$ cat src/rtl/irq_trig_pkg.sv
// Shared definitions for the interrupt trigger controller.
// Assumes: the register bus uses a 2-bit word address.
package irq_trig_pkg;
    localparam int ADDR_W = 2;

    typedef enum logic [ADDR_W-1:0] {
        REG_STATUS = 2'd0,
        REG_MASK   = 2'd1,
        REG_MODE   = 2'd2,
        REG_POL    = 2'd3
    } reg_sel_e;
endpackage

$ cat src/rtl/irq_sync.sv
// Two-flop synchronizer for a vector of independent asynchronous lines.
// Assumes: each bit is treated alone, so no coherence between bits is implied.
module irq_sync #(
    parameter int W = 8
) (
    input  logic         clk,
    input  logic         rst_n,
    input  logic [W-1:0] d_async,
    output logic [W-1:0] q_sync
);
    logic [W-1:0] meta_q;

    // Move the raw lines through two register stages.
    always_ff @(posedge clk) begin
        if (!rst_n) begin
            meta_q <= '0;
            q_sync <= '0;
        end else begin
            meta_q <= d_async;
            q_sync <= meta_q;
        end
    end
endmodule

$ cat src/rtl/irq_line_cond.sv
// Conditions one synchronized request line: applies polarity, samples on
// the strobe, finds the active transition and keeps the pending latch.
// Assumes: line_sync is already synchronous to clk.
module irq_line_cond (
    input  logic clk,
    input  logic rst_n,
    input  logic sample_en,
    input  logic line_sync,
    input  logic pol_high,
    input  logic edge_mode,
    input  logic clr,
    output logic lvl_q,
    output logic pend_q,
    output logic req,
    output logic stat
);
    logic act_now;
    logic hit;

    // Normalize the line so that 1 always means active.
    always_comb act_now = pol_high ? line_sync : ~line_sync;

    // An edge counts only when a sample moves the line from inactive to active.
    always_comb hit = sample_en & edge_mode & act_now & ~lvl_q;

    // Keep the last sampled active state.
    always_ff @(posedge clk) begin
        if (!rst_n)         lvl_q <= 1'b0;
        else if (sample_en) lvl_q <= act_now;
    end

    // Pending latch: a new edge takes priority over a software clear.
    always_ff @(posedge clk) begin
        if (!rst_n)   pend_q <= 1'b0;
        else if (hit) pend_q <= 1'b1;
        else if (clr) pend_q <= 1'b0;
    end

    // The mode picks which state requests service and is shown to software.
    always_comb begin
        req  = edge_mode ? pend_q : lvl_q;
        stat = req;
    end
endmodule

$ cat src/rtl/irq_regs.sv
// Software-visible registers: mask, mode, polarity, the read mux and the
// write-1-to-clear strobe for the status register.
// Assumes: one write per cycle, read data is combinational from bus_addr.
module irq_regs
    import irq_trig_pkg::*;
#(
    parameter int N = 8
) (
    input  logic              clk,
    input  logic              rst_n,
    input  logic              bus_wen,
    input  logic [ADDR_W-1:0] bus_addr,
    input  logic [N-1:0]      bus_wdata,
    input  logic [N-1:0]      stat_vec,
    output logic [N-1:0]      bus_rdata,
    output logic [N-1:0]      mask_q,
    output logic [N-1:0]      mode_q,
    output logic [N-1:0]      pol_q,
    output logic [N-1:0]      clr_vec
);
    reg_sel_e sel;

    always_comb sel = reg_sel_e'(bus_addr);

    // Store the configuration registers; reset leaves lines masked, level, high.
    always_ff @(posedge clk) begin
        if (!rst_n) begin
            mask_q <= '1;
            mode_q <= '0;
            pol_q  <= '1;
        end else if (bus_wen) begin
            case (sel)
                REG_MASK: mask_q <= bus_wdata;
                REG_MODE: mode_q <= bus_wdata;
                REG_POL:  pol_q  <= bus_wdata;
                default:  ;
            endcase
        end
    end

    // A status write produces the per-line clear strobes.
    always_comb clr_vec = (bus_wen && sel == REG_STATUS) ? bus_wdata : '0;

    // Choose the register that the bus reads.
    always_comb begin
        case (sel)
            REG_STATUS: bus_rdata = stat_vec;
            REG_MASK:   bus_rdata = mask_q;
            REG_MODE:   bus_rdata = mode_q;
            default:    bus_rdata = pol_q;
        endcase
    end
endmodule

$ cat src/rtl/irq_prio_enc.sv
// Lowest-index priority encoder over the unmasked request vector.
// Assumes: N >= 2; the index is 0 when no bit is set.
module irq_prio_enc #(
    parameter int N     = 8,
    parameter int IDX_W = $clog2(N)
) (
    input  logic [N-1:0]     vec,
    output logic             any,
    output logic [IDX_W-1:0] idx
);
    // Scan from the top down so that the lowest set bit is the last one written.
    always_comb begin
        any = |vec;
        idx = '0;
        for (int i = N - 1; i >= 0; i--) begin
            if (vec[i]) idx = IDX_W'(i);
        end
    end
endmodule

$ cat src/rtl/irq_trigger_ctrl.sv
// Top level of the configurable interrupt trigger controller. Each line is
// synchronized, conditioned by its own mode and polarity, masked and
// combined into one request plus a lowest-index number.
// Assumes: N_LINES >= 2 and at most 32, sample_en is synchronous to clk.
module irq_trigger_ctrl
    import irq_trig_pkg::*;
#(
    parameter int N_LINES = 8,
    parameter int IDX_W   = $clog2(N_LINES)
) (
    input  logic               clk,
    input  logic               rst_n,
    input  logic [N_LINES-1:0] irq_lines,
    input  logic               sample_en,
    input  logic               bus_wen,
    input  logic [ADDR_W-1:0]  bus_addr,
    input  logic [N_LINES-1:0] bus_wdata,
    output logic [N_LINES-1:0] bus_rdata,
    output logic               irq_req,
    output logic [IDX_W-1:0]   irq_idx
);
    logic [N_LINES-1:0] sync_vec;
    logic [N_LINES-1:0] lvl_vec;
    logic [N_LINES-1:0] pend_vec;
    logic [N_LINES-1:0] req_vec;
    logic [N_LINES-1:0] stat_vec;
    logic [N_LINES-1:0] mask_q;
    logic [N_LINES-1:0] mode_q;
    logic [N_LINES-1:0] pol_q;
    logic [N_LINES-1:0] clr_vec;
    logic [N_LINES-1:0] vis_vec;

    irq_sync #(.W(N_LINES)) u_sync (
        .clk     (clk),
        .rst_n   (rst_n),
        .d_async (irq_lines),
        .q_sync  (sync_vec)
    );

    irq_regs #(.N(N_LINES)) u_regs (
        .clk       (clk),
        .rst_n     (rst_n),
        .bus_wen   (bus_wen),
        .bus_addr  (bus_addr),
        .bus_wdata (bus_wdata),
        .stat_vec  (stat_vec),
        .bus_rdata (bus_rdata),
        .mask_q    (mask_q),
        .mode_q    (mode_q),
        .pol_q     (pol_q),
        .clr_vec   (clr_vec)
    );

    for (genvar g = 0; g < N_LINES; g++) begin : g_line
        irq_line_cond u_cond (
            .clk       (clk),
            .rst_n     (rst_n),
            .sample_en (sample_en),
            .line_sync (sync_vec[g]),
            .pol_high  (pol_q[g]),
            .edge_mode (mode_q[g]),
            .clr       (clr_vec[g]),
            .lvl_q     (lvl_vec[g]),
            .pend_q    (pend_vec[g]),
            .req       (req_vec[g]),
            .stat      (stat_vec[g])
        );
    end

    // Masked lines drop out before lines are combined.
    always_comb vis_vec = req_vec & ~mask_q;

    irq_prio_enc #(.N(N_LINES), .IDX_W(IDX_W)) u_enc (
        .vec (vis_vec),
        .any (irq_req),
        .idx (irq_idx)
    );
endmodule

$ cat config.mk
export PLATFORM = sky130hd
export DESIGN_NAME = irq_trigger_ctrl
export DESIGN_NICKNAME = d
export VERILOG_FILES = /design/src/rtl/irq_trig_pkg.sv /design/src/rtl/irq_sync.sv /design/src/rtl/irq_line_cond.sv /design/src/rtl/irq_regs.sv /design/src/rtl/irq_prio_enc.sv /design/src/rtl/irq_trigger_ctrl.sv
export SDC_FILE = /design/constraint.sdc
export NUM_CORES = 1
export LEC_CHECK = 0
export BUFFER_PORTS_ARGS = -buffer_cell sky130_fd_sc_hd__clkbuf_2
export CORE_ASPECT_RATIO = 1.1
export CORE_MARGIN = 2
export CORE_UTILIZATION = 35
export CTS_CLUSTER_SIZE = 24
export DETAILED_ROUTE_END_ITERATION = 10
export GPL_ROUTABILITY_DRIVEN = 0
export PLACE_DENSITY = 0.62
export SETUP_SLACK_MARGIN = 0.02
export SLEW_MARGIN = 25
export SYNTH_ARGS = -nofsm -noshare
export SYNTH_HDL_FRONTEND = slang
export SYNTH_SLANG_ARGS = --single-unit
$ cat constraint.sdc
create_clock -name clk -period 1.4 [get_ports clk]
set_input_delay 0.14 -clock clk [delete_from_list [all_inputs] [get_ports clk]]
set_output_delay 0.14 -clock clk [all_outputs]
set_load 0.02 [all_outputs]
==> flow_summary.ini <==
[run_status]
outcome = complete, but fails checks
violations = negative setup slack

[synthesis]
ys_seq_area_share_pct = 45.0
syn_avg_cell_area_um2 = 9.29
ys_ff_latch = 56
synth.cell_area_um2 = 2490
synth.area.top_cells = dfxtp_1, mux2i_1, nand2_1
synthDistinctLibCells = 30
synthCells = 268
yosys.area.top_type = dfxtp_1
yosysTopAreaCellShare_pct = 45.0
synthesis.nets = 290
yosys_warnings = 0

[sta]
fin_crit_ns = 1.79
finalCritPeriodShare_pct = 128
finalWorstSetupSlack_ns = -0.391
max_freq_ghz = 0.558
hold_violations = 0
fin_skew_ns = 0.0115
setup_violations = 12
rsz0062_at_grt = true
slew_violations = 0
tightestPinTransition_ns = 0.515
slew_headroom_pct = 65.6

[global_routing]
grt_pass1_wl_um = 9090
antenna_found_initial = 0
grt_usage_pct = 14.8
grt_max_degree = 57
grt_pass1_vias = 1855
grt.overflow.total = 0

[cts]
clock_path_buffers = 2
worstSkewPairLatency_ns = 0.32
clkTransAtPathRegs_ns = 0.11
tritoncts = done
cts_sinks = 56
clockRootBuffer = clkbuf_8
numCtsBuffers = 5
cts_max_level = 2
hold_buffers = 0

[placed_design]
dp_cells = 397
port_buffers = 33
place_ws_ns = -0.158
place_hpwl_um = 3800

[route]
detail-route-antenna-nets = 0
route.detailed.drc = 0
first_pass_iters = 4
avgViaCountPerCell = 4.90
num_vias = 1994
drt_iter0_markers = 137
wl_per_cell_um = 13.6
drt-total-wl_um = 5550

[pwr]
clkPwrFrac_pct = 29.6
swShare_pct = 27.1
p_switching_uw = 840
peakVddDrop_mv = 0.493
intPower_uw = 2260
power-per-cell-area_nw_per_um2 = 969
pwr-share-seq_pct = 55.2
combPwrFrac_pct = 15.2
p_leak_uw = 0.00139

[critical_path]
worstPathRequired_ns = 1.26
cp_cell_sequence = mux2_4, a211oi_2, o221ai_2, a21oi_2, clkbuf_8
cp-start-kind = flop
crit_arrival_ns = 1.65
path_max_fanout = 3
critPathCaptureType = primary output
critPathKind = flop to primary output
critPathSlowestCell = dfxtp_2
cpPeakStageDelay_ns = 0.36

[cells_and_area]
fill_cells = 694
final_common_cell = dfxtp_1
layout_common_cells = dfxtp_1, nand2_1, buf_4
diodes = 0
finalNonFillerCells = 407
nNetsFinal = 343
syn2layout_area_growth_pct = 28.5
drive_gt1_share_pct = 32.9

[floorplanning]
coreArea_um2 = 6970
die_area_um2 = 7810
ios = 34
rows = 32
die_h_um = 92.5
die_x_um = 84.4
start_util_pct = 35.7

[run]
maxCapViolCount = 0

[hold_path]
hp-class = input port to flop
==> cells in the mapped netlist, drive strengths merged <==
library cell and number:
mux4 8, a211oi 1, o221ai 1, nand2 47, clkbuf 8, and3 1
o211ai 1, nor2b 17, xor2 7, xnor2 1, mux2 1, and3b 1
nand3b 2, o22ai 3, a21oi 9, or2 3, nor3 8, nor3b 1
o2bb2ai 1, dfxtp 56, mux2i 23, a2bb2o 1, nand3 17, nor2 5
inv 15, buf 5, nand2b 1, and2 24
==> area by class of cell <==
type                            instances  area (um2)  share of cell area, %
Clock inverter                          3        23.8                  0.743
Sequential cell                        56        1130                   35.4
Timing Repair Buffer                   59         438                   13.7
Clock buffer                            5        68.8                   2.15
Inverter                               15        56.3                   1.76
Multi-Input combinational cell        184        1370                   42.9
Tap cell                               85         106                   3.32
==> flip-flops by register name (all words and copies together) (netlist names) <==
name,cells
u_sync.q_sync,8
g_line.u_cond.lvl_q,8
u_regs.pol_q,8
u_regs.mask_q,8
u_sync.meta_q,8
g_line.u_cond.pend_q,8
u_regs.mode_q,8
==> kinds of logic after synthesis <==
| logic type | after synthesis | share of synthesized area, % |
|---|---|---|
| AND/OR/NAND/NOR | 127 | 25.9 |
| multiplexers | 32 | 17.2 |
| AO/OA/AOI/OAI | 17 | 4.47 |
| buffers and inverters | 28 | 4.57 |
| flip-flops | 56 | 45.0 |
| XOR/XNOR | 8 | 2.81 |
==> worst paths after layout <==
kind | startpoint | to | cells past startpoint | slack, ns
max | u_regs.mode_q[6]$_SDFFE_PN0P_ | irq_idx[0] | 5 | -0.39
min | irq_lines[6] | u_sync.meta_q[6]$_SDFF_PN0_ | 2 | 0.02
max reg2reg | u_regs.pol_q[2]$_SDFFE_PN1P_ | g_line[2].u_cond.lvl_q$_SDFFE_PN0P_ | 3 | 0.42
min reg2reg | u_sync.meta_q[7]$_SDFF_PN0_ | u_sync.q_sync[7]$_SDFF_PN0_ | 1 | 0.44
==> per-layer routing <==
metal / up-vias / part of all wire [%] / track usage (%)
met1: 944 / 48 / 21.0
met3: 4 / 5.5 / 3.57
met4: 0 / 0.97 / 4.37
met2: 48 / 45 / 22.6
li1: 998 / - / -
met5: - / 0 / 0
==> per-stage QoR <==
stage	util (%)	area, um2	power, uW	hold WS, ns	TNS, ns
after CTS	44.8	3120	3100	0.0196	-4.58
after global placement	41.8	2920	2150	0.345	-0.803
after global routing	45.9	3200	3250	0.0190	-5.18
final	45.9	3200	3100	0.0228	-4.39
after floorplan	-	2500	1990	0.264	-0.0449
after detailed placement	41.8	2920	2160	0.350	-1.10
==> power by group through the flow <==
| stage | combinational [uW] | sequential, uW | clock [uW] |
|---|---|---|---|
| 3_3_place_gp | 419 | 1740 | 0 |
| 4_1_cts | 448 | 1710 | 942 |
| 3_5_place_dp | 425 | 1740 | 0 |
| 2_1_floorplan | 262 | 1730 | 0 |
| 6_report | 472 | 1710 | 917 |
| 5_1_grt | 514 | 1720 | 1020 |
==> repair_timing <==
action	in CTS	in global routing
setup endpoints to repair	12	12
buffers inserted	2	0
resized for setup	29	25
pin swaps	4	1
==> worst max-delay path, delay by kind of cell, from the launching register on <==
family	cells	cell delay (ns)
AOI/OAI and AO/OA	3	0.50
muxes	1	0.32
buffers and inverters	1	0.16
DFF	1	0.36
Note: power is estimated with default switching activity, not from simulation.
